`src/rtl/nic_irq_pkg.sv`:
```
package nic_irq_pkg;
  localparam int unsigned DW = 32;

  typedef enum logic [2:0] {
    SEL_CAUSE_ACK = 3'd0,
    SEL_CAUSE_INJ = 3'd1,
    SEL_MASK_SET  = 3'd2,
    SEL_MASK_CLR  = 3'd3,
    SEL_AM_PAT    = 3'd4,
    SEL_CTRL      = 3'd5
  } reg_sel_e;

  localparam int unsigned NSEL = 6;

  // Read view of raw cause bits: summary bit forced by any minor cause.
  function automatic logic [DW-1:0] fold_other(input logic [DW-1:0] raw,
                                               input logic [DW-1:0] sub,
                                               input int unsigned  obit);
    logic [DW-1:0] v;
    v = raw;
    if ((raw & sub) != '0) v[obit] = 1'b1;
    return v;
  endfunction

  // Acknowledge vector: clearing the summary bit drags its group along.
  function automatic logic [DW-1:0] widen_ack(input logic [DW-1:0] wdata,
                                              input logic [DW-1:0] sub,
                                              input int unsigned  obit);
    return wdata[obit] ? (wdata | sub) : wdata;
  endfunction
endpackage

```
`src/rtl/nic_irq_cause.sv`:
```
module nic_irq_cause
  import nic_irq_pkg::*;
#(
  parameter logic [DW-1:0] SUB_MASK   = 32'h0007_0244,
  parameter int unsigned   OTHER_BIT  = 24,
  parameter int unsigned   ASSERT_BIT = 31
) (
  input  logic          clk,
  input  logic          rst_n,
  input  logic [DW-1:0] ev_pulse,
  input  logic          ack_hit,
  input  logic          inj_hit,
  input  logic [DW-1:0] wdata,
  output logic [DW-1:0] view_q,
  output logic [DW-1:0] view_nxt
);
  localparam logic [DW-1:0] KEEP = ~(DW'(1) << ASSERT_BIT);

  logic [DW-1:0] raw_q;
  logic [DW-1:0] raw_nxt;
  logic [DW-1:0] clr_vec;
  logic [DW-1:0] set_vec;

  assign clr_vec = ack_hit ? widen_ack(wdata, SUB_MASK, OTHER_BIT) : '0;
  assign set_vec = ev_pulse | (inj_hit ? wdata : '0);
  assign raw_nxt = ((raw_q & ~clr_vec) | set_vec) & KEEP;

  always_ff @(posedge clk) begin
    if (!rst_n) raw_q <= '0;
    else        raw_q <= raw_nxt;
  end

  assign view_q   = fold_other(raw_q,   SUB_MASK, OTHER_BIT);
  assign view_nxt = fold_other(raw_nxt, SUB_MASK, OTHER_BIT);
endmodule

```
`src/rtl/nic_irq_mask.sv`:
```
module nic_irq_mask
  import nic_irq_pkg::*;
(
  input  logic          clk,
  input  logic          rst_n,
  input  logic          mset_hit,
  input  logic          mclr_hit,
  input  logic          pat_hit,
  input  logic          ctrl_hit,
  input  logic          ack_hit,
  input  logic          asserted,
  input  logic [DW-1:0] wdata,
  output logic [DW-1:0] mask_q,
  output logic [DW-1:0] mask_nxt,
  output logic [DW-1:0] pat_q,
  output logic          am_en_q,
  output logic          am_fire
);
  assign am_fire = ack_hit & asserted & am_en_q;

  always_comb begin
    mask_nxt = mask_q;
    if (mset_hit) mask_nxt = mask_nxt | wdata;
    if (mclr_hit) mask_nxt = mask_nxt & ~wdata;
    if (am_fire)  mask_nxt = mask_nxt & ~pat_q;
  end

  always_ff @(posedge clk) begin
    if (!rst_n) begin
      mask_q  <= '0;
      pat_q   <= '0;
      am_en_q <= 1'b0;
    end else begin
      mask_q <= mask_nxt;
      if (pat_hit)  pat_q   <= wdata;
      if (ctrl_hit) am_en_q <= wdata[0];
    end
  end
endmodule

```
`src/rtl/nic_irq_out.sv`:
```
module nic_irq_out
  import nic_irq_pkg::*;
#(
  parameter int unsigned ASSERT_BIT = 31
) (
  input  logic          clk,
  input  logic          rst_n,
  input  logic [DW-1:0] view_nxt,
  input  logic [DW-1:0] mask_nxt,
  output logic          irq_q
);
  localparam logic [DW-1:0] KEEP = ~(DW'(1) << ASSERT_BIT);

  logic [DW-1:0] pend_nxt;
  assign pend_nxt = view_nxt & mask_nxt & KEEP;

  always_ff @(posedge clk) begin
    if (!rst_n) irq_q <= 1'b0;
    else        irq_q <= (pend_nxt != '0);
  end
endmodule

```
`src/rtl/nic_irq_ctrl.sv`:
```
module nic_irq_ctrl
  import nic_irq_pkg::*;
#(
  parameter int unsigned   AW         = 3,
  parameter logic [DW-1:0] SUB_MASK   = 32'h0007_0244,
  parameter int unsigned   OTHER_BIT  = 24,
  parameter int unsigned   ASSERT_BIT = 31
) (
  input  logic          clk,
  input  logic          rst_n,
  input  logic [DW-1:0] ev_pulse,
  input  logic          wr_en,
  input  logic [AW-1:0] wr_addr,
  input  logic [DW-1:0] wr_data,
  output logic [DW-1:0] cause_o,
  output logic [DW-1:0] mask_o,
  output logic          irq_o
);
  logic [NSEL-1:0] sel_hit;

  for (genvar i = 0; i < NSEL; i++) begin : g_dec
    assign sel_hit[i] = wr_en && (wr_addr == AW'(i));
  end

  logic          ack_hit;
  logic [DW-1:0] view_q;
  logic [DW-1:0] view_nxt;
  logic [DW-1:0] mask_nxt;
  logic [DW-1:0] am_pat;
  logic          am_en;
  logic          am_fire;
  logic          irq_q;

  assign ack_hit = sel_hit[int'(SEL_CAUSE_ACK)];

  nic_irq_cause #(
    .SUB_MASK  (SUB_MASK),
    .OTHER_BIT (OTHER_BIT),
    .ASSERT_BIT(ASSERT_BIT)
  ) u_cause (
    .clk     (clk),
    .rst_n   (rst_n),
    .ev_pulse(ev_pulse),
    .ack_hit (ack_hit),
    .inj_hit (sel_hit[int'(SEL_CAUSE_INJ)]),
    .wdata   (wr_data),
    .view_q  (view_q),
    .view_nxt(view_nxt)
  );

  nic_irq_mask u_mask (
    .clk     (clk),
    .rst_n   (rst_n),
    .mset_hit(sel_hit[int'(SEL_MASK_SET)]),
    .mclr_hit(sel_hit[int'(SEL_MASK_CLR)]),
    .pat_hit (sel_hit[int'(SEL_AM_PAT)]),
    .ctrl_hit(sel_hit[int'(SEL_CTRL)]),
    .ack_hit (ack_hit),
    .asserted(irq_q),
    .wdata   (wr_data),
    .mask_q  (mask_o),
    .mask_nxt(mask_nxt),
    .pat_q   (am_pat),
    .am_en_q (am_en),
    .am_fire (am_fire)
  );

  nic_irq_out #(.ASSERT_BIT(ASSERT_BIT)) u_out (
    .clk     (clk),
    .rst_n   (rst_n),
    .view_nxt(view_nxt),
    .mask_nxt(mask_nxt),
    .irq_q   (irq_q)
  );

  assign irq_o = irq_q;

  always_comb begin
    cause_o             = view_q;
    cause_o[ASSERT_BIT] = irq_q;
  end
endmodule

```
`config.mk`:
```
export PLATFORM = sky130hd
export DESIGN_NAME = nic_irq_ctrl
export DESIGN_NICKNAME = d
export VERILOG_FILES = /design/src/rtl/nic_irq_pkg.sv /design/src/rtl/nic_irq_cause.sv /design/src/rtl/nic_irq_mask.sv /design/src/rtl/nic_irq_out.sv /design/src/rtl/nic_irq_ctrl.sv
export SDC_FILE = /design/constraint.sdc
export NUM_CORES = 1
export LEC_CHECK = 0
export BUFFER_PORTS_ARGS = -buffer_cell sky130_fd_sc_hd__buf_4
export CAP_MARGIN = 20
export CORE_ASPECT_RATIO = 1.2
export CORE_UTILIZATION = 25
export DETAILED_ROUTE_END_ITERATION = 8
export PLACE_DENSITY = 0.56
export SLEW_MARGIN = 20
export SYNTH_ARGS = -nofsm -noshare
export SYNTH_HDL_FRONTEND = slang
export SYNTH_SLANG_ARGS = --single-unit
```
`constraint.sdc`:
```
create_clock -name clk -period 2.2 [get_ports clk]
set_input_delay 0.22 -clock clk [delete_from_list [all_inputs] [get_ports clk]]
set_output_delay 0.22 -clock clk [all_outputs]
set_load 0.05 [all_outputs]
```
==> impl_metrics.ini <==
[setup_path]
crit_family = compound AO/OA/AOI/OAI gates
critical_path.cell_chain = and4bb_2, buf_6, a32o_1, a211oi_1, a2111o_1, nor4_4, a41oi_1
r2r_start = u_out.irq_q
arrival_ns = 2.31
worst-path-buf-inv = 1
r2r_setup_slack_ns = 0.11
crit_start = u_out.irq_q
cp_num_cells = 7
worstPathRequired_ns = 2.42
max_stage_delay_ns = 0.44
setup.worst_path.end = u_out.irq_q
critPathSlowestCell = a2111o_1
cp-start-kind = flip-flop
reg2reg_to = u_out.irq_q
criticalPathCategory = flip-flop to flip-flop
reg2regPathDepth = 7
crit_path_end_kind = flip-flop
path_max_fanout = 12

[synthesis]
synthArstFlopShare = 0
ys.flop_type = dfxtp_1
synth_nets = 579
synth_seq_cells = 97
synth-seq-area-share = 0.453
synth_cell_type_count = 42
avgSynthCellArea_sq_um = 8.41
synth_top_area_share = 0.453
yosys.area.top_type = dfxtp_1
synthTopCellsByArea = dfxtp_1, a21oi_1, nand2_1
synth-edff-count = 0
syn_inst = 509
yosysWarningCount = 0
netlist_area_sq_mm = 0.00428

[power_and_ir_drop]
pwr-share-comb = 0.187
leakagePower_nw = 2.56
ir_worst_vdd_uv = 450
clkPwrFrac = 0.377
p_switching_mw = 1.18
finalPower_mw = 4.30
p_per_area_mw_per_mm2 = 706
p_int_mw = 3.13
swShare = 0.274
pwr-share-seq = 0.436

[cells_and_area]
post-route-util = 0.363
final_nets = 713
n_antenna_cell = 0
mostFrequentLayoutCells = buf_4, dfxtp_1, nand2_1, a21oi_1, nor2_1
final_area_sq_mm = 0.00610
layout_commonest_cell = buf_4
drive_gt1_frac = 0.343
area_growth_syn_to_layout_pct = 42.4

[run]
maxCapViolations = 0

[sta]
clock_skew_ns = 0.00756
worst_pin_slew_ns = 0.515
hold_viol = 0
period_needed_ns = 2.09
fin_crit_sh = 0.950
setup_viol = 0
slew_headroom = 0.656
drv_slew = 0
rsz0062_at_grt = false
fmax_mhz = 478
whs_ns = 0.107
tns_ns = 0

[clock_network]
cts_hold_buf = 0
cts_buffers = 9
clk_pin_slew_ns = 0.07
htreeDepth = 3
cts.sinks = 97
ctsRootBufferMaster = clkbuf_16
cts_tree = done
clock_path_buffers = 2
cts_setup_buffers = 0
clk_latency_ns = 0.34

[place]
hpwlAfterDp_mm = 10.5
gp_congestion = 0.806
io_buffers = 133
placement.cell_area_sq_mm = 0.00575

[floorplanning]
rows = 52
die_h_um = 145
die_x_um = 121
dieArea_sq_mm = 0.0177
start_util = 0.255
ioPinCount = 135
core-area_sq_mm = 0.0168

[min_path]
hold_class = input pin to flip-flop

[drt]
drt_iter0_markers = 329
wirelength_mm = 14.5
drc_errors = 0
vias = 4347
firstDrtPassIters = 4
wire_per_inst_um = 16.8
drtAntennaViolNets = 0
viasPerCell = 5.03

[global_routing]
gr-usage-all-layers = 0.168
grt_pass1_vias = 4312
gr-total-overflow = 0
antenna_found_initial = 0
grt_max_degree = 36
grt_pass1_wl_mm = 22.8

[run_status]
status = completed
[power groups by stage]
stage / registers (mW) / logic [mW] / clock network, mW
after CTS: 1.88 / 0.797 / 1.68
final: 1.88 / 0.803 / 1.62
after global placement: 1.92 / 0.784 / 0
after global routing: 1.88 / 0.857 / 1.74
after detailed placement: 1.92 / 0.791 / 0
after floorplan: 1.95 / 0.425 / 0
[through the flow]
step	instances	worst slack [ns]
after floorplan	509	0.0433
after global placement	848	-0.252
after detailed placement	848	-0.217
after CTS	864	0.0352
after global routing	864	0.000534
final	864	0.109
[cell type report]
class	count	area (sq um)
flip-flops and latches	97	1940
repair buffers	190	1560
clock buffers	14	274
well taps	216	270
clock inverters	2	35.0
inverters	9	33.8
multi-input cells	336	1990
fillers	1727	10700
[cell families (layout without fill, tap and decap cells)]
| kind of cell | Yosys count | in the layout | synth area share |
|---|---|---|---|
| AO/OA/AOI/OAI | 175 | 175 | 0.280 |
| buffers and inverters | 76 | 215 | 0.0982 |
| flip-flops | 97 | 97 | 0.453 |
| multiplexers | 1 | 1 | 0.00234 |
| AND/OR/NAND/NOR | 160 | 160 | 0.166 |
[cell usage after synthesis (all sizes together) (7+ instances only)]
library cell / instances
a211oi: 7
a21oi: 76
a221o: 18
a221oi: 22
a32o: 8
buf: 42
clkbuf: 25
dfxtp: 97
inv: 8
nand2: 84
nor2: 41
nor3: 9
o21ai: 14
o22ai: 7
[state kept, by name, indices dropped and copies added, names as in the netlist]
signal and flops:
u_out.irq_q 1, u_mask.pat_q 32, u_mask.mask_q 32, u_cause.raw_q 31
u_mask.am_en_q 1
[routing by layer]
layer | routed length, um | part of all wire | vias to the layer above | track usage
met4 | 283 | 0.020 | 0 | 0.0605
li1 | - | - | 2096 | -
met2 | 7590 | 0.52 | 158 | 0.295
met3 | 977 | 0.067 | 21 | 0.0353
met5 | 0 | 0 | - | 0
met1 | 5650 | 0.39 | 2072 | 0.198
[worst min-delay path, cell delays in order]
cell and delay, ns:
buf_4 0.08, a221oi_1 0.04, nor2_1 0.07
[repair_timing]
action	in CTS	in global routing
pin swaps	0	1
resized for setup	2	6
endpoints found under the setup margin	1	1
[how the worst min path moves through the flow]
| stage | from | end | depth (start not counted) |
|---|---|---|---|
| 4_1_cts | ev_pulse[11] | u_cause.raw_q[11] | 3 |
| 2_1_floorplan | wr_data[0] | u_mask.pat_q[0] | 2 |
| 3_5_place_dp | u_mask.pat_q[31] | u_mask.mask_q[31] | 1 |
| 6_report | ev_pulse[11] | u_cause.raw_q[11] | 3 |
| 3_3_place_gp | u_mask.pat_q[31] | u_mask.mask_q[31] | 1 |
| 5_1_grt | ev_pulse[11] | u_cause.raw_q[11] | 3 |
Note: power is estimated with default switching activity, not from simulation.
